[config.mk]
export PLATFORM = sky130hd
export DESIGN_NAME = memmap_wait_decoder
export DESIGN_NICKNAME = d
export VERILOG_FILES = /design/src/rtl/memmap_pkg.sv /design/src/rtl/region_decoder.sv /design/src/rtl/seq_tracker.sv /design/src/rtl/access_fsm.sv /design/src/rtl/memmap_wait_decoder.sv
export SDC_FILE = /design/constraint.sdc
export NUM_CORES = 1
export LEC_CHECK = 0
export BUFFER_PORTS_ARGS = -buffer_cell sky130_fd_sc_hd__buf_4
export CORE_MARGIN = 3
export CORE_UTILIZATION = 46
export DETAILED_ROUTE_END_ITERATION = 6
export GPL_TIMING_DRIVEN = 0
export PLACE_DENSITY = 0.71
export SYNTH_ARGS = -nofsm -noshare
export SYNTH_HDL_FRONTEND = slang
export SYNTH_SLANG_ARGS = --single-unit
[constraint.sdc]
create_clock -name clk -period 5.12 [get_ports clk]
set_input_delay 1.024 -clock clk [delete_from_list [all_inputs] [get_ports clk]]
set_output_delay 1.024 -clock clk [all_outputs]
set_load 0.05 [all_outputs]
[src/rtl/memmap_pkg.sv]
package memmap_pkg;

    localparam int ADDR_W = 32;
    localparam int DATA_W = 32;
    localparam int OFF_W  = 25;
    localparam int WAIT_W = 4;

    localparam logic [1:0] SZ_BYTE = 2'd0;
    localparam logic [1:0] SZ_HALF = 2'd1;
    localparam logic [1:0] SZ_WORD = 2'd2;
    localparam logic [1:0] SZ_BAD  = 2'd3;

    typedef enum logic [3:0] {
        RG_BOOT = 4'd0,
        RG_NONE = 4'd1,
        RG_EXT  = 4'd2,
        RG_WORK = 4'd3,
        RG_IO   = 4'd4,
        RG_PAL  = 4'd5,
        RG_VRAM = 4'd6,
        RG_OAM  = 4'd7,
        RG_CROM = 4'd8,
        RG_EEP  = 4'd9,
        RG_CRAM = 4'd10
    } region_e;

    typedef struct packed {
        region_e             region;
        logic [OFF_W-1:0]    off;
        logic [ADDR_W-1:0]   addr;
        logic                seq;
        logic                rd_ok;
        logic                we_ok;
        logic                wfault;
        logic                pfault;
    } access_t;

endpackage

[src/rtl/region_decoder.sv]
module region_decoder
    import memmap_pkg::*;
#(
    parameter int BOOT_BYTES = 32'h4000,
    parameter int EXT_BYTES  = 32'h40000,
    parameter int WORK_BYTES = 32'h8000,
    parameter int PAL_BYTES  = 32'h400,
    parameter int VRAM_BYTES = 32'h18000,
    parameter int VRAM_WIN   = 32'h20000,
    parameter int OAM_BYTES  = 32'h400,
    parameter int CRAM_BYTES = 32'h10000,
    parameter int EXT_WAIT   = 2
) (
    input  logic [ADDR_W-1:0] addr,
    input  logic [1:0]        size,
    input  logic              write,
    input  logic [ADDR_W-1:0] pc,
    input  logic              eeprom_present,
    input  logic              seq,
    input  logic [WAIT_W-1:0] crom_n,
    input  logic [WAIT_W-1:0] crom_s,
    input  logic [WAIT_W-1:0] cram_n,
    input  logic [WAIT_W-1:0] cram_s,
    output access_t           acc,
    output logic [WAIT_W-1:0] wait_cyc
);

    localparam logic [ADDR_W-1:0] BOOT_M = ADDR_W'(BOOT_BYTES - 1);
    localparam logic [ADDR_W-1:0] EXT_M  = ADDR_W'(EXT_BYTES - 1);
    localparam logic [ADDR_W-1:0] WORK_M = ADDR_W'(WORK_BYTES - 1);
    localparam logic [ADDR_W-1:0] PAL_M  = ADDR_W'(PAL_BYTES - 1);
    localparam logic [ADDR_W-1:0] OAM_M  = ADDR_W'(OAM_BYTES - 1);
    localparam logic [ADDR_W-1:0] CRAM_M = ADDR_W'(CRAM_BYTES - 1);
    localparam logic [ADDR_W-1:0] VWIN_M = ADDR_W'(VRAM_WIN - 1);
    localparam logic [ADDR_W-1:0] VFOLD  = ADDR_W'(VRAM_WIN - VRAM_BYTES);

    logic [3:0]        win;
    logic [ADDR_W-1:0] vram_off;
    logic              pc_in_boot;

    assign win        = addr[27:24];
    assign pc_in_boot = (pc < ADDR_W'(BOOT_BYTES));

    always_comb begin
        vram_off = addr & VWIN_M;
        if (vram_off >= ADDR_W'(VRAM_BYTES)) begin
            vram_off = vram_off - VFOLD;
        end
    end

    always_comb begin
        acc        = '0;
        acc.addr   = addr;
        acc.seq    = seq;
        acc.region = RG_NONE;
        wait_cyc   = '0;
        if (addr[31:28] == 4'h0) begin
            unique case (win)
                4'h0: begin
                    acc.region = RG_BOOT;
                    acc.off    = OFF_W'(addr & BOOT_M);
                end
                4'h1: acc.region = RG_NONE;
                4'h2: begin
                    acc.region = RG_EXT;
                    acc.off    = OFF_W'(addr & EXT_M);
                    wait_cyc   = WAIT_W'(EXT_WAIT);
                end
                4'h3: begin
                    acc.region = RG_WORK;
                    acc.off    = OFF_W'(addr & WORK_M);
                end
                4'h4: begin
                    acc.region = RG_IO;
                    acc.off    = OFF_W'(addr[23:0]);
                end
                4'h5: begin
                    acc.region = RG_PAL;
                    acc.off    = OFF_W'(addr & PAL_M);
                end
                4'h6: begin
                    acc.region = RG_VRAM;
                    acc.off    = OFF_W'(vram_off);
                end
                4'h7: begin
                    acc.region = RG_OAM;
                    acc.off    = OFF_W'(addr & OAM_M);
                end
                4'h8, 4'h9, 4'hA, 4'hB, 4'hC, 4'hD: begin
                    acc.region = (eeprom_present && addr[24] && addr[23]) ? RG_EEP : RG_CROM;
                    acc.off    = addr[OFF_W-1:0];
                    wait_cyc   = seq ? crom_s : crom_n;
                end
                4'hE, 4'hF: begin
                    acc.region = RG_CRAM;
                    acc.off    = OFF_W'(addr & CRAM_M);
                    wait_cyc   = seq ? cram_s : cram_n;
                end
                default: acc.region = RG_NONE;
            endcase
        end

        // width legality per region
        if (size == SZ_BAD) begin
            acc.wfault = 1'b1;
        end else if (acc.region == RG_PAL || acc.region == RG_VRAM || acc.region == RG_OAM) begin
            acc.wfault = (size == SZ_BYTE);
        end else if (acc.region == RG_CRAM) begin
            acc.wfault = (size != SZ_BYTE);
        end

        if (acc.wfault) begin
            wait_cyc = '0;
        end

        acc.pfault = !acc.wfault && !write && (acc.region == RG_BOOT) && !pc_in_boot;
        acc.rd_ok  = !write && !acc.wfault && !acc.pfault && (acc.region != RG_NONE);
        acc.we_ok  = write && !acc.wfault && (acc.region != RG_NONE) && (acc.region != RG_BOOT);
    end

endmodule

[src/rtl/seq_tracker.sv]
module seq_tracker
    import memmap_pkg::*;
#(
    parameter int STEP_A = 2,
    parameter int STEP_B = 4
) (
    input  logic              clk,
    input  logic              rst_n,
    input  logic [ADDR_W-1:0] cur_addr,
    input  logic              commit,
    input  logic [ADDR_W-1:0] commit_addr,
    output logic              seq_now
);

    logic [ADDR_W-1:0] prev_addr;
    logic              prev_valid;

    always_ff @(posedge clk or negedge rst_n) begin
        if (!rst_n) begin
            prev_addr  <= '0;
            prev_valid <= 1'b0;
        end else if (commit) begin
            prev_addr  <= commit_addr;
            prev_valid <= 1'b1;
        end
    end

    assign seq_now = prev_valid &&
                     ((cur_addr == prev_addr + ADDR_W'(STEP_A)) ||
                      (cur_addr == prev_addr + ADDR_W'(STEP_B)));

    AST_FIRST_NONSEQ: assert property (@(posedge clk) disable iff (!rst_n)
        !prev_valid |-> !seq_now);

    AST_TRACK_ON_COMMIT: assert property (@(posedge clk) disable iff (!rst_n)
        commit |=> (prev_valid && prev_addr == $past(commit_addr)));

endmodule

[src/rtl/access_fsm.sv]
module access_fsm
    import memmap_pkg::*;
(
    input  logic              clk,
    input  logic              rst_n,
    input  logic              start,
    input  logic [WAIT_W-1:0] wait_cyc,
    output logic              idle,
    output logic              done
);

    typedef enum logic [1:0] {
        S_IDLE = 2'd0,
        S_WAIT = 2'd1,
        S_DONE = 2'd2
    } st_e;

    st_e               st, st_nx;
    logic [WAIT_W-1:0] cnt, cnt_nx;

    always_ff @(posedge clk or negedge rst_n) begin
        if (!rst_n) begin
            st  <= S_IDLE;
            cnt <= '0;
        end else begin
            st  <= st_nx;
            cnt <= cnt_nx;
        end
    end

    always_comb begin
        st_nx  = st;
        cnt_nx = cnt;
        unique case (st)
            S_IDLE: begin
                if (start) begin
                    if (wait_cyc == '0) begin
                        st_nx = S_DONE;
                    end else begin
                        st_nx  = S_WAIT;
                        cnt_nx = wait_cyc;
                    end
                end
            end
            S_WAIT: begin
                cnt_nx = cnt - 1'b1;
                if (cnt == WAIT_W'(1)) begin
                    st_nx = S_DONE;
                end
            end
            S_DONE:  st_nx = S_IDLE;
            default: st_nx = S_IDLE;
        endcase
    end

    always_comb begin
        idle = (st == S_IDLE);
        done = (st == S_DONE);
    end

    AST_WAIT_NONZERO: assert property (@(posedge clk) disable iff (!rst_n)
        (st == S_WAIT) |-> (cnt != '0));

    AST_READY_PULSE: assert property (@(posedge clk) disable iff (!rst_n)
        done |=> !done);

    AST_ZERO_WAIT_DONE: assert property (@(posedge clk) disable iff (!rst_n)
        (idle && start && wait_cyc == '0) |=> done);

endmodule

[src/rtl/memmap_wait_decoder.sv]
module memmap_wait_decoder
    import memmap_pkg::*;
(
    input  logic              clk,
    input  logic              rst_n,
    input  logic              req_valid,
    input  logic [31:0]       req_addr,
    input  logic [1:0]        req_size,
    input  logic              req_write,
    input  logic [31:0]       cpu_pc,
    input  logic              eeprom_present,
    input  logic [3:0]        crom_wait_n,
    input  logic [3:0]        crom_wait_s,
    input  logic [3:0]        cram_wait_n,
    input  logic [3:0]        cram_wait_s,
    input  logic [31:0]       mem_rdata,
    output logic              ready,
    output logic [3:0]        region_sel,
    output logic [24:0]       local_off,
    output logic              seq_acc,
    output logic              mem_we,
    output logic [31:0]       rd_data,
    output logic              width_err,
    output logic              prot_err
);

    access_t           dec_acc;
    access_t           lat;
    logic [WAIT_W-1:0] dec_wait;
    logic              seq_now;
    logic              idle;
    logic              done;
    logic              start;

    assign start = req_valid && idle;

    seq_tracker u_seq (
        .clk         (clk),
        .rst_n       (rst_n),
        .cur_addr    (req_addr),
        .commit      (done),
        .commit_addr (lat.addr),
        .seq_now     (seq_now)
    );

    region_decoder u_dec (
        .addr           (req_addr),
        .size           (req_size),
        .write          (req_write),
        .pc             (cpu_pc),
        .eeprom_present (eeprom_present),
        .seq            (seq_now),
        .crom_n         (crom_wait_n),
        .crom_s         (crom_wait_s),
        .cram_n         (cram_wait_n),
        .cram_s         (cram_wait_s),
        .acc            (dec_acc),
        .wait_cyc       (dec_wait)
    );

    access_fsm u_fsm (
        .clk      (clk),
        .rst_n    (rst_n),
        .start    (start),
        .wait_cyc (dec_wait),
        .idle     (idle),
        .done     (done)
    );

    always_ff @(posedge clk or negedge rst_n) begin
        if (!rst_n) begin
            lat        <= '0;
            lat.region <= RG_NONE;
        end else if (start) begin
            lat <= dec_acc;
        end
    end

    always_comb begin
        ready      = done;
        region_sel = lat.region;
        local_off  = lat.off;
        seq_acc    = lat.seq;
        mem_we     = done && lat.we_ok;
        width_err  = done && lat.wfault;
        prot_err   = done && lat.pfault;
        rd_data    = '0;
        if (done && lat.rd_ok) begin
            rd_data = (lat.region == RG_EEP) ? {31'b0, mem_rdata[0]} : mem_rdata;
        end
    end

    AST_WIDTH_NO_WRITE: assert property (@(posedge clk) disable iff (!rst_n)
        width_err |-> (!mem_we && rd_data == '0));

    AST_PROT_NO_DATA: assert property (@(posedge clk) disable iff (!rst_n)
        prot_err |-> (rd_data == '0 && !width_err));

    AST_FAULT_WITH_READY: assert property (@(posedge clk) disable iff (!rst_n)
        (width_err || prot_err || mem_we) |-> ready);

    AST_EEP_ONE_BIT: assert property (@(posedge clk) disable iff (!rst_n)
        (region_sel == RG_EEP) |-> (rd_data[31:1] == '0));

    AST_UNMAPPED_QUIET: assert property (@(posedge clk) disable iff (!rst_n)
        (region_sel == RG_NONE) |-> (!mem_we && rd_data == '0));

endmodule

# ---- Word-level counts from Yosys, hierarchy flattened
# Cells that the tools add are included.
dict set report totals {
  reg_bits 105
  output_inout_bits 66
  word_cells 107
}
dict set report op_classes {
  addsub 4
  magnitude_cmp 2
  n_eq_ne 30
  mux 22
  reduce_logical 37
}
# operator n
set ops {}
lappend ops {{$pmux W25 S8} 1}
lappend ops {{$eq A32 B32 Y1} 2}
lappend ops {{$mux W32} 2}
lappend ops {{$eq A4 B4 Y1 const B} 10}
lappend ops {{$pmux W4 S10} 1}
lappend ops {{$add A32 B2 Y32 const B} 1}
lappend ops {{$add A32 B3 Y32 const B} 1}
lappend ops {{$lt A32 B15 Y1 const B} 1}
lappend ops {{$mux W29} 1}
lappend ops {{$eq A4 B3 Y1 const B} 7}
lappend ops {{$mux W25} 1}
lappend ops {{$mux W4} 6}
lappend ops {{$sub A17 B16 Y18 const B} 1}
lappend ops {{$ge A17 B17 Y1 const B} 1}
lappend ops {{$logic_and A1 B1 Y1} 16}
lappend ops {{$logic_not A4 Y1} 4}
lappend ops {{$pmux W4 S3} 1}
lappend ops {{$eq A4 B1 Y1 const B} 2}
lappend ops {{$eq A4 B2 Y1 const B} 2}
lappend ops {{$pmux W4 S2} 1}
lappend ops {{$mux W2} 3}
lappend ops {{$reduce_or A6 Y1} 1}
lappend ops {{$eq A2 B2 Y1 const B} 2}
lappend ops {{$logic_not A1 Y1} 4}
lappend ops {{other kinds (14)} 23}

# ---- Logic depth before layout (Yosys ltp)
# Gate-level depths: netlist (run 1).
dict set report logic_depth {
  word_depth 17
  mapped_depth 13
  ltp_nobuf 12
}

# ---- Modules after synthesis
# From an unflattened synthesis (run 1), not the netlist that was laid out.
dict set report hier_totals {
  hier_cells 757
  hier_area_um2 7668.6
}
# mod n_inst cells_per_inst area_each_um2 seq_area_each_um2
set modules_own_cells {}
lappend modules_own_cells {seq_tracker 1 346 3103.0 825.8}
lappend modules_own_cells {memmap_wait_decoder 1 213 3088.0 1652.8}
lappend modules_own_cells {region_decoder 1 153 1061.0 0.0}
lappend modules_own_cells {access_fsm 1 45 416.6 150.1}

# ---- Worst setup path before layout (run 1)
# OpenSTA, ideal clock, no wires.
dict set report synth_timing {
  path_type {input to register}
  startpoint {in req_addr[17]}
  endpoint {reg u_fsm.cnt[3]}
  arrival_time_ps 4008
  slack_ps 979
  path_stages 11
  n_path_buf 0
  cell_sequence {xor2_1 or3_1 mux2_2 a2111oi_0 nand4_1 or4b_4 o31ai_4 mux2_4 a311oi_2 or2_1 a32oi_1}
}
dict set report synth_between {
  elab_chain_cells 10
}
# item line_no
set synth_lines {}
lappend synth_lines {{start, declared} memmap_wait_decoder.sv:7} ;# input logic [31:0] req_addr,
lappend synth_lines {{$eq A32 B32 Y1 (on tied branches)} {seq_tracker.sv:29, seq_tracker.sv:30}}
lappend synth_lines {{$logic_or A1 B1 Y1 (*)} seq_tracker.sv:29} ;# ((cur_addr == prev_addr + ADDR_W'(STEP_A)) ||
lappend synth_lines {{$logic_and A1 B1 Y1 (*)} seq_tracker.sv:28} ;# assign seq_now = prev_valid &&
lappend synth_lines {{$mux W4 (on tied branches)} {region_decoder.sv:97, region_decoder.sv:92}}
lappend synth_lines {{$pmux W4 S3 (*)} region_decoder.sv:58} ;# unique case (win)
lappend synth_lines {{$mux W4 (*)} region_decoder.sv:57} ;# if (addr[31:28] == 4'h0) begin
lappend synth_lines {{$mux W4 (*)} region_decoder.sv:112} ;# if (acc.wfault) begin
lappend synth_lines {{$logic_not A4 Y1 / $mux W4 (equally long branches)} access_fsm.sv:37} ;# if (wait_cyc == '0) begin
lappend synth_lines {{$ne A2 B2 Y1 (no line) / $mux W4 (equally long branches)} n/a}
lappend synth_lines {{$reduce_and A3 Y1 (no line) / $pmux W4 S2 (equally long branches)} n/a}
lappend synth_lines {{end signal, assigned} access_fsm.sv:27} ;# cnt <= cnt_nx;
lappend synth_lines {{end, declared} access_fsm.sv:19} ;# logic [WAIT_W-1:0] cnt, cnt_nx;
# Every way passes the cells marked *; elsewhere a longest branch is shown, timed or not. The select of a mux whose other input is x is not followed.
# A chain may end at the register's enable or synchronous reset.

# ---- Worst setup path after layout (run 1)
dict set report layout_timing {
  startpoint {reg u_seq.prev_addr[2]}
  endpoint {reg u_fsm.cnt[3]}
}
dict set report layout_between {
  elab_chain_cells 11
}
# item line_no
set layout_lines {}
lappend layout_lines {{start, declared} seq_tracker.sv:15} ;# logic [ADDR_W-1:0] prev_addr;
lappend layout_lines {{start signal, assigned} seq_tracker.sv:23} ;# prev_addr <= commit_addr;
lappend layout_lines {{$add A32 B2 Y32 / $add A32 B3 Y32 (equally long branches)} {seq_tracker.sv:29, seq_tracker.sv:30}}
lappend layout_lines {{$eq A32 B32 Y1 (on tied branches)} {seq_tracker.sv:29, seq_tracker.sv:30}}
lappend layout_lines {{$logic_or A1 B1 Y1 (*)} seq_tracker.sv:29}
lappend layout_lines {{$logic_and A1 B1 Y1 (*)} seq_tracker.sv:28}
lappend layout_lines {{$mux W4 (on tied branches)} {region_decoder.sv:97, region_decoder.sv:92}}
lappend layout_lines {{$pmux W4 S3 (*)} region_decoder.sv:58}
lappend layout_lines {{$mux W4 (*)} region_decoder.sv:57}
lappend layout_lines {{$mux W4 (*)} region_decoder.sv:112}
lappend layout_lines {{$logic_not A4 Y1 / $mux W4 (equally long branches)} access_fsm.sv:37}
lappend layout_lines {{$ne A2 B2 Y1 (no line) / $mux W4 (equally long branches)} n/a}
lappend layout_lines {{$reduce_and A3 Y1 (no line) / $pmux W4 S2 (equally long branches)} n/a}
# Marks and branches as above.

==> results of run 1 <==
==> cells in the final DEF (no fill, tap or decap), types with 6 or more instances in the layout <==
master / synthesis / routed
sky130_fd_sc_hd__a31oi_1: 8 / 8
sky130_fd_sc_hd__clkbuf_1: 29 / 30
sky130_fd_sc_hd__clkbuf_16: 0 / 9
sky130_fd_sc_hd__ha_1: 6 / 6
sky130_fd_sc_hd__xor2_1: 25 / 25
sky130_fd_sc_hd__and2_1: 35 / 35
sky130_fd_sc_hd__mux2_2: 32 / 32
sky130_fd_sc_hd__nand4_1: 28 / 28
sky130_fd_sc_hd__xnor2_1: 32 / 32
sky130_fd_sc_hd__o21ai_0: 41 / 41
sky130_fd_sc_hd__nand2_1: 147 / 147
sky130_fd_sc_hd__buf_4: 29 / 195
sky130_fd_sc_hd__a21oi_1: 24 / 24
sky130_fd_sc_hd__nor2_1: 28 / 28
sky130_fd_sc_hd__dfrtp_1: 104 / 104
sky130_fd_sc_hd__nor4_1: 22 / 22
sky130_fd_sc_hd__nand3_1: 19 / 19
sky130_fd_sc_hd__a22o_1: 18 / 18
sky130_fd_sc_hd__and3_1: 10 / 10
sky130_fd_sc_hd__buf_2: 10 / 10
sky130_fd_sc_hd__nor3_1: 16 / 16
sky130_fd_sc_hd__inv_1: 13 / 13
==> worst max path at each step <==
stage	from	end	slack [ps]
floorplan	req_addr[17]	u_fsm.cnt[3]	980
global placement	req_addr[17]	u_fsm.cnt[0]	330
detailed placement	req_addr[17]	u_fsm.cnt[2]	290
CTS	u_seq.prev_addr[2]	u_fsm.cnt[3]	440
global route	u_seq.prev_addr[2]	u_fsm.cnt[3]	50
finish	u_seq.prev_addr[2]	u_fsm.cnt[3]	310
==> worst min-delay path, cell delays in order (launching register included) <==
cell and delay [ps]:
sky130_fd_sc_hd__dfrtp_1 340, sky130_fd_sc_hd__nand2_1 50, sky130_fd_sc_hd__nand2_1 50
==> power by group through the flow <==
stage	Combinational [mW]	Sequential (mW)	Clock, mW
after floorplan	0.530	1.03	0
after global placement	0.755	1.06	0
after detailed placement	0.764	1.06	0
after CTS	0.769	1.04	0.683
after global routing	0.852	1.06	0.720
final	0.780	1.05	0.676
==> stage by stage <==
stage | instance area (um^2) | worst slack (ps) | utilization, % | hold WS (ps) | power (mW)
detailed placement | 8360 | 292 | 57.3 | 457 | 1.82
CTS | 8640 | 444 | 59.2 | 473 | 2.50
global route | 8670 | 48.5 | 59.4 | 495 | 2.63
global placement | 8360 | 327 | 57.3 | 452 | 1.81
finish | 8670 | 312 | 59.4 | 469 | 2.50
floorplan | 6870 | 979 | - | 438 | 1.56
==> cell type report <==
class,count,area [um^2]
buffer,72,400
clock buffer,10,229
clock inverter,6,51.3
fill,1306,5920
inverter,13,48.8
multi-input combinational,596,3790
sequential,105,2630
tap,184,230
timing repair buffer,168,1280
==> state kept, by name, indices dropped and copies added (netlist names) <==
signal,flops
u_fsm.st,2
lat,36
seq_acc,1
u_fsm.cnt,4
u_seq.prev_addr,32
region_sel,4
u_seq.prev_valid,1
local_off,25
==> cells by family after synthesis <==
kind of cell | count (synthesis) | synth area share (%)
AOI/OAI and AO/OA | 149 | 14.8
xor gates and xnor gates | 57 | 7.26
adders and majority gates | 6 | 1.09
buffers and inverters | 85 | 6.54
DFF | 105 | 38.2
muxes | 36 | 5.90
and+or+nand+nor | 348 | 26.1
==> metal layers <==
metal	wire length [um]	vias up
met1	9190	3115
li1	-	3157
met2	9590	267
met4	441	0
met5	0	-
met3	1380	40
==> impl_summary.log, run 1 <==
INFO  metric status = complete, no violations
INFO  metric rrSetupSlack = between 300 and 400 ps
INFO  metric timing_worst_slew_pin_value = between 1000 and 1500 ps
INFO  metric critPathKind = flop to flop
INFO  metric ys_ff_latch = ~110
INFO  metric clk_pin_slew_worst_paths = 70 ps
INFO  metric timing.setup.tns = 0 ps
INFO  metric critical_path.n_buffers_inverters = 1
INFO  metric post_cts_hold_buffer_count = 0
INFO  metric power.switching = ~0.90 mW
INFO  metric worst_ep_arrival_time = 5070 ps
INFO  metric average_footprint_of_a_synthesized_cell = around 8.7 um^2
INFO  metric synthDistinctLibCells = just under 80
INFO  metric min_delay_path_depth = 2
INFO  metric post_synth_instance_area = approximately 0.0069 mm^2
INFO  metric overflow = 0
INFO  metric antenna_found_initial = 0
INFO  metric dr.first_iter.drc_count = 530
INFO  metric swShare = a little over a third
INFO  metric final_net_count = approximately 1,100
INFO  metric synth_top_cell_by_area = sky130_fd_sc_hd__dfrtp_1
INFO  metric post_route_cells_drive_above_1_share = between 20 and 30%
INFO  metric grt.met1_usage = 34.4%
INFO  metric postSynth.asyncResetShare = 100%
INFO  metric initial_utilization = 47.1%
INFO  metric cts_setup_buffers = 0
INFO  metric wirelength = ~21,000 um
INFO  metric synth_top_cells_by_area = sky130_fd_sc_hd__dfrtp_1 (38%), sky130_fd_sc_hd__nand2_1 (8.0%), sky130_fd_sc_hd__mux2_2 (5.2%)
INFO  metric worstRegToRegCells = 13
INFO  metric setup-violations-final = 0
INFO  metric synth.most_common_cell = sky130_fd_sc_hd__nand2_1
INFO  metric post_cts.resized_instances = 0
INFO  metric cp-end-kind = flop
INFO  metric drv_cap = 0
INFO  metric ys_seq_area_share = between 30% and 40%
INFO  metric p_comb_share = between 30% and 40%
INFO  metric critPathMostFrequentCell = sky130_fd_sc_hd__nand2_1
INFO  metric maxClockFrequency = approximately 210 MHz
INFO  metric dp_hpwl = roughly 16,000 um
INFO  metric via_count = roughly 6,600
INFO  metric post_detailed_route_via_to_cell_ratio = approximately 5.7
INFO  metric finalWorstPathRequiredPeriod = between 4000 and 5000 ps
INFO  metric grt_max_degree = approximately 110
INFO  metric rsz_0062_raised_after_global_routing = no
INFO  metric fp.dieW = around 130 um
INFO  metric netlist_instances = 786
INFO  metric clock_root_cell = sky130_fd_sc_hd__clkbuf_16
INFO  metric relSlewSlack = between 10% and 20%
INFO  metric synth_nets = between 900 and 1,000
INFO  metric num_io_pins = 185
INFO  metric rows = between 40 and 50
INFO  metric timing.critical_path.required = between 5000 and 6000 ps
INFO  metric critical_path.startpoint_type = flop
INFO  metric wire_per_inst = 17.9 um
INFO  metric p_int = 1.61 mW
INFO  metric reg2reg_to = u_fsm.cnt[3]
INFO  metric grtUsageMet3 = 4.92%
INFO  metric clockPowerShare = a little over a quarter
INFO  metric timing_max_transition_violations_final = 0
INFO  metric routabilityCongestion = between 0.9 and 1
INFO  metric worstPathCellList = ha_1, clkbuf_2, nand3_2, nor3_1, nand2_1, xor2_1, a2111oi_0, or4b_4, o31ai_4, mux2_4, a31oi_1, nand2_1, a32oi_1
INFO  metric synth_edf_count = 0
INFO  metric fin_crit_sh = 93.9%
INFO  metric timing.hold.worst.start = lat[0]
INFO  metric clk_latency = 350 ps
INFO  metric synth_top_flop_cell = sky130_fd_sc_hd__dfrtp_1
INFO  metric finalHoldViolations = 0
INFO  metric number_of_global_route_vias_before_repair = approximately 6,300
INFO  metric p_leak = slightly below 4 nW
INFO  metric cts-buffers-inserted = 9
INFO  metric htree_levels = 3
INFO  metric critical_path_peak_fanout = 9
INFO  metric detailedRoute.firstPassIterationCount = 6
INFO  metric critical_path.max_stage_delay = 690 ps
INFO  metric power.share.sequential = a little over two fifths
INFO  metric gr-usage-met2 = about two fifths
INFO  metric power-per-cell-area = between 200 and 300 mW/mm^2
INFO  metric synth_common_cells = sky130_fd_sc_hd__nand2_1 (147), sky130_fd_sc_hd__dfrtp_1 (104), sky130_fd_sc_hd__o21ai_0 (41)
INFO  metric remaining_drc_errors = 0
INFO  metric clk_path_buf_depth = 2
INFO  metric clock_sinks = 105
INFO  metric grt_use_total = about a quarter
INFO  metric grt_pass1_wl = between 30,000 and 40,000 um
INFO  metric timing.critical_path.depth = 13
INFO  metric die-height = 128 um
INFO  metric placed_cells_incl_taps = ~1,100
INFO  metric yosysTopAreaCellShare = 37.9%
INFO  metric buffer_ports.inserted = approximately 170
INFO  metric synth.yosys.warnings = 0
INFO  metric cts_tree = yes
INFO  metric hold_class = flop to flop
INFO  metric timing.rr.start = u_seq.prev_addr[2]
INFO  metric postRouteAntennaNets = 0
INFO  metric crit_path_top_delay_cell = sky130_fd_sc_hd__nor3_1
INFO  metric syn2layout_area_growth = 26.1%
INFO  metric antenna_cells = 0
INFO  metric worst_ir_drop_vdd = between 0.00015 and 0.0002 V
INFO  metric whs_endpoint = lat[0]
INFO  metric grt-busiest-layer = met2
INFO  metric total_die_area = roughly 0.016 mm^2
INFO  metric critical-path-top-delay-family = simple AND/OR/NAND/NOR gates
INFO  metric fp.coreArea = around 0.015 mm^2
INFO  metric final.setup_skew = around 8.4 ps
INFO  metric fin_cells = about 1,200
No activity file was read; power rests on OpenSTA's default activity.
==> run 2, diff against run 1 <==
--- a/config.mk
+++ b/config.mk
@@ -10,7 +10,7 @@
 export CORE_UTILIZATION = 46
 export DETAILED_ROUTE_END_ITERATION = 6
 export GPL_TIMING_DRIVEN = 0
-export PLACE_DENSITY = 0.71
+export PLACE_DENSITY = 0.68
 export SYNTH_ARGS = -nofsm -noshare
 export SYNTH_HDL_FRONTEND = slang
 export SYNTH_SLANG_ARGS = --single-unit
==> constraint.sdc (replaced) <==
create_clock -name clk -period 5.12 [get_ports clk]
set_input_delay 0.256 -clock clk [delete_from_list [all_inputs] [get_ports clk]]
set_output_delay 0.256 -clock clk [all_outputs]
set_load 0.05 [all_outputs]
==> run 2 against run 1 <==
  * Core utilization is 0.27 points higher
  * Critical path depth unchanged
  * Die area is the same
  * Sequential share of layout area down 0.14 points
  * Final cell count about the same
==> impl_summary.log, run 2 (synthesis gave the netlist of run 1 again) <==
INFO  metric status = complete, no violations
INFO  metric largest_reg_flops = 36 (unchanged)
INFO  metric cts_tree = yes
INFO  metric critical_path.startpoint_type = flop
INFO  metric critical_path.max_stage_delay = 610 ps (-80 ps)
INFO  metric critical_path.n_buffers_inverters = 1 (unchanged)
INFO  metric initial_utilization = 47.1% (unchanged)
INFO  metric finalWorstPathRequiredPeriod = 4580 ps (-231 ps)
INFO  metric final.setup_skew = 11.7 ps (+3.32 ps)
INFO  metric timing_worst_slew_pin_value = 1160 ps (-60.2 ps)
INFO  metric worstPathCellList = ha_1, clkbuf_2, nand3_2, nor3_1, nand2_1, xor2_1, a2111oi_0, or4b_4, o31ai_4, mux2_4, a311oi_2, o21ai_1, o2bb2ai_1
INFO  metric via_count = 6,594 (+0.23%)
INFO  metric grt_max_degree = 106 (unchanged)
INFO  metric routabilityCongestion = 0.964 (-1.9%)
INFO  metric dp_hpwl = 16,300 um (+3.7%)
INFO  metric clock_sinks = 105 (unchanged)
INFO  metric power-per-cell-area = 291 mW/mm^2 (+1.0%)
INFO  metric htree_levels = 3 (unchanged)
INFO  metric worst_ep_arrival_time = 4830 ps (-240 ps)
INFO  metric detailedPlace.worstSlack = 597 ps (+306 ps)
INFO  metric hold_class = input port to flop
INFO  metric final.hold.worst_slack = 99.4 ps (-370 ps)
INFO  metric grt_use_total = 25.6% (+0.80 points)
INFO  metric rsz_0062_raised_after_global_routing = no
INFO  metric layout.area.seq = 0.00263 mm^2 (unchanged)
INFO  metric post-route-util = 59.7% (+0.27 points)
INFO  metric total_die_area = 0.0164 mm^2 (unchanged)
INFO  metric syn2layout_area_growth = 26.7%
INFO  metric drv_cap = 0 (unchanged)
INFO  metric num_io_pins = 185 (unchanged)
INFO  metric wirelength = 21,300 um (+3.3%)
INFO  metric post_detailed_route_via_to_cell_ratio = 5.71 (+0.14%)
INFO  metric clk_pin_slew_worst_paths = 80 ps (about the same)
INFO  metric dr.first_iter.drc_count = 570 (+7.5%)
INFO  metric p_comb_share = 30.8% (-0.4 points)
INFO  metric fin_crit_sh = 89.4% (-4.5 points)
INFO  metric p_leak = 3.96 nW (+0.47%)
INFO  metric registers.top_by_ff_count = lat
INFO  metric post_route_cells_drive_above_1_share = 28.1% (+0.074 points)
INFO  metric power.share.sequential = 41.3% (-0.5 points)
INFO  metric clockPowerShare = 27.9% (+0.9 points)
INFO  metric die-height = 128 um (unchanged)
INFO  metric buffer_ports.inserted = 167 (unchanged)
INFO  metric fp.dieW = 128 um (unchanged)
INFO  metric remaining_drc_errors = 0 (unchanged)
INFO  metric timing_max_transition_violations_final = 0 (unchanged)
INFO  metric relSlewSlack = 21.7% (+3.9 points)
INFO  metric critPathKind = flop to flop
INFO  metric detailedRoute.firstPassIterationCount = 5 (-1)
INFO  metric fp.coreArea = 0.0146 mm^2 (unchanged)
INFO  metric crit_path_top_delay_cell = sky130_fd_sc_hd__nor3_1
INFO  metric clk_latency = 360 ps (about the same)
INFO  metric timing.setup.tns = 0 ps (unchanged)
INFO  metric worst_ir_drop_vdd = 0.000171 V (+5.5%)
INFO  metric finalHoldViolations = 0 (unchanged)
INFO  metric critical-path-top-delay-family = compound AO/OA/AOI/OAI gates
INFO  metric mostFrequentLayoutCells = sky130_fd_sc_hd__buf_4 (195), sky130_fd_sc_hd__nand2_1 (147), sky130_fd_sc_hd__dfrtp_1 (104)
INFO  metric fillCellCount = 1,308 (+0.15%)
INFO  metric antenna_found_initial = 0 (unchanged)
INFO  metric multi_input_area = 0.00379 mm^2 (unchanged)
INFO  metric clock_root_cell = sky130_fd_sc_hd__clkbuf_16
INFO  metric p_int = 1.62 mW (+0.77%)
INFO  metric critical_path_peak_fanout = 9 (unchanged)
INFO  metric power.switching = 0.920 mW (+2.7%)
INFO  metric mostFrequentLayoutCell = sky130_fd_sc_hd__buf_4
INFO  metric maxClockFrequency = 219 MHz (+5.0%)
INFO  metric number_of_global_route_vias_before_repair = 6,300 (+0.69%)
INFO  metric setup-violations-final = 0 (unchanged)
INFO  metric final_net_count = 1,091 (+0.092%)
INFO  metric rows = 44 (unchanged)
INFO  metric wire_per_inst = 18.4 um (+3.2%)
INFO  metric post_cts.resized_instances = 0 (unchanged)
INFO  metric cts-buffers-inserted = 9 (unchanged)
INFO  metric postRouteAntennaNets = 0 (unchanged)
INFO  metric grt_pass1_wl = 33,400 um (+2.5%)
INFO  metric clk_path_buf_depth = 2 (unchanged)
INFO  metric cp-end-kind = flop
INFO  metric cts_setup_buffers = 0 (unchanged)
INFO  metric timing.critical_path.required = 5370 ps (about the same)
INFO  metric swShare = 36.2% (+0.44 points)
INFO  metric overflow = 0 (unchanged)
INFO  metric antenna_cells = 0 (unchanged)
INFO  metric setup_ws = 543 ps (+231 ps)
run 2: cell types whose count changed in the layout (fill, tap and decap cells not counted):
cell / delta
sky130_fd_sc_hd__clkinvlp_4: -1
sky130_fd_sc_hd__clkinv_8: +3
sky130_fd_sc_hd__dlygate4sd3_1: +1
sky130_fd_sc_hd__clkinv_2: -1
sky130_fd_sc_hd__inv_8: -1
sky130_fd_sc_hd__clkinv_4: -1
sky130_fd_sc_hd__inv_6: +2
sky130_fd_sc_hd__clkbuf_1: -1
run 2: final timing paths:
| kind | slack (ps) | cells past startpoint | from | end |
|---|---|---|---|---|
| worst max-delay path | 540 | 13 | u_seq.prev_addr[2] | u_fsm.cnt[0] |
| worst min-delay path | 100 | 2 | req_write | lat[3] |
| worst max register to register | 540 | 13 | u_seq.prev_addr[2] | u_fsm.cnt[0] |
| worst min register to register | 470 | 2 | lat[33] | lat[33] |
| max in group asynchronous | 4060 | 3 | rst_n | region_sel[0] |
| min in group asynchronous | 350 | 2 | rst_n | u_seq.prev_addr[7] |
run 2: final cells by class:
type,count,share of cell area (%)
Clock buffer,9,2.59
Timing Repair Buffer,169,14.9
Sequential cell,105,30.2
Inverter,13,0.560
Tap cell,184,2.64
Buffer,72,4.60
Multi-Input combinational cell,596,43.6
Clock inverter,7,0.977
run 2: metrics by stage:
stage,power [mW],area [um^2],cells
3_5_place_dp,1.83,8360,1137
6_report,2.54,8710,1155
4_1_cts,2.54,8670,1153
2_1_floorplan,1.56,6870,786
5_1_grt,2.67,8710,1155
3_3_place_gp,1.82,8360,1137
run 2: per-layer routing:
metal / vias up / share of wire [%] / wire [um] / GRT usage (%)
met1: 3125 / 45 / 9670 / 36.6
met2: 279 / 46 / 9890 / 39.5
li1: 3152 / - / - / -
met3: 38 / 6.0 / 1280 / 4.42
met4: 0 / 2.1 / 442 / 7.74
met5: - / 0 / 0 / 0
run 2: timing repair:
| item | CTS | global route |
|---|---|---|
| endpoints found under the hold margin | 0 | 35 |
| setup endpoints to repair | 0 | 0 |
| hold buffers | 0 | 1 |
run 2: power groups by stage:
stage | Sequential, mW | Combinational [mW] | Clock, mW
floorplan | 1.03 | 0.530 | 0
global placement | 1.06 | 0.758 | 0
detailed placement | 1.06 | 0.766 | 0
CTS | 1.05 | 0.770 | 0.721
global route | 1.06 | 0.858 | 0.751
finish | 1.05 | 0.782 | 0.708
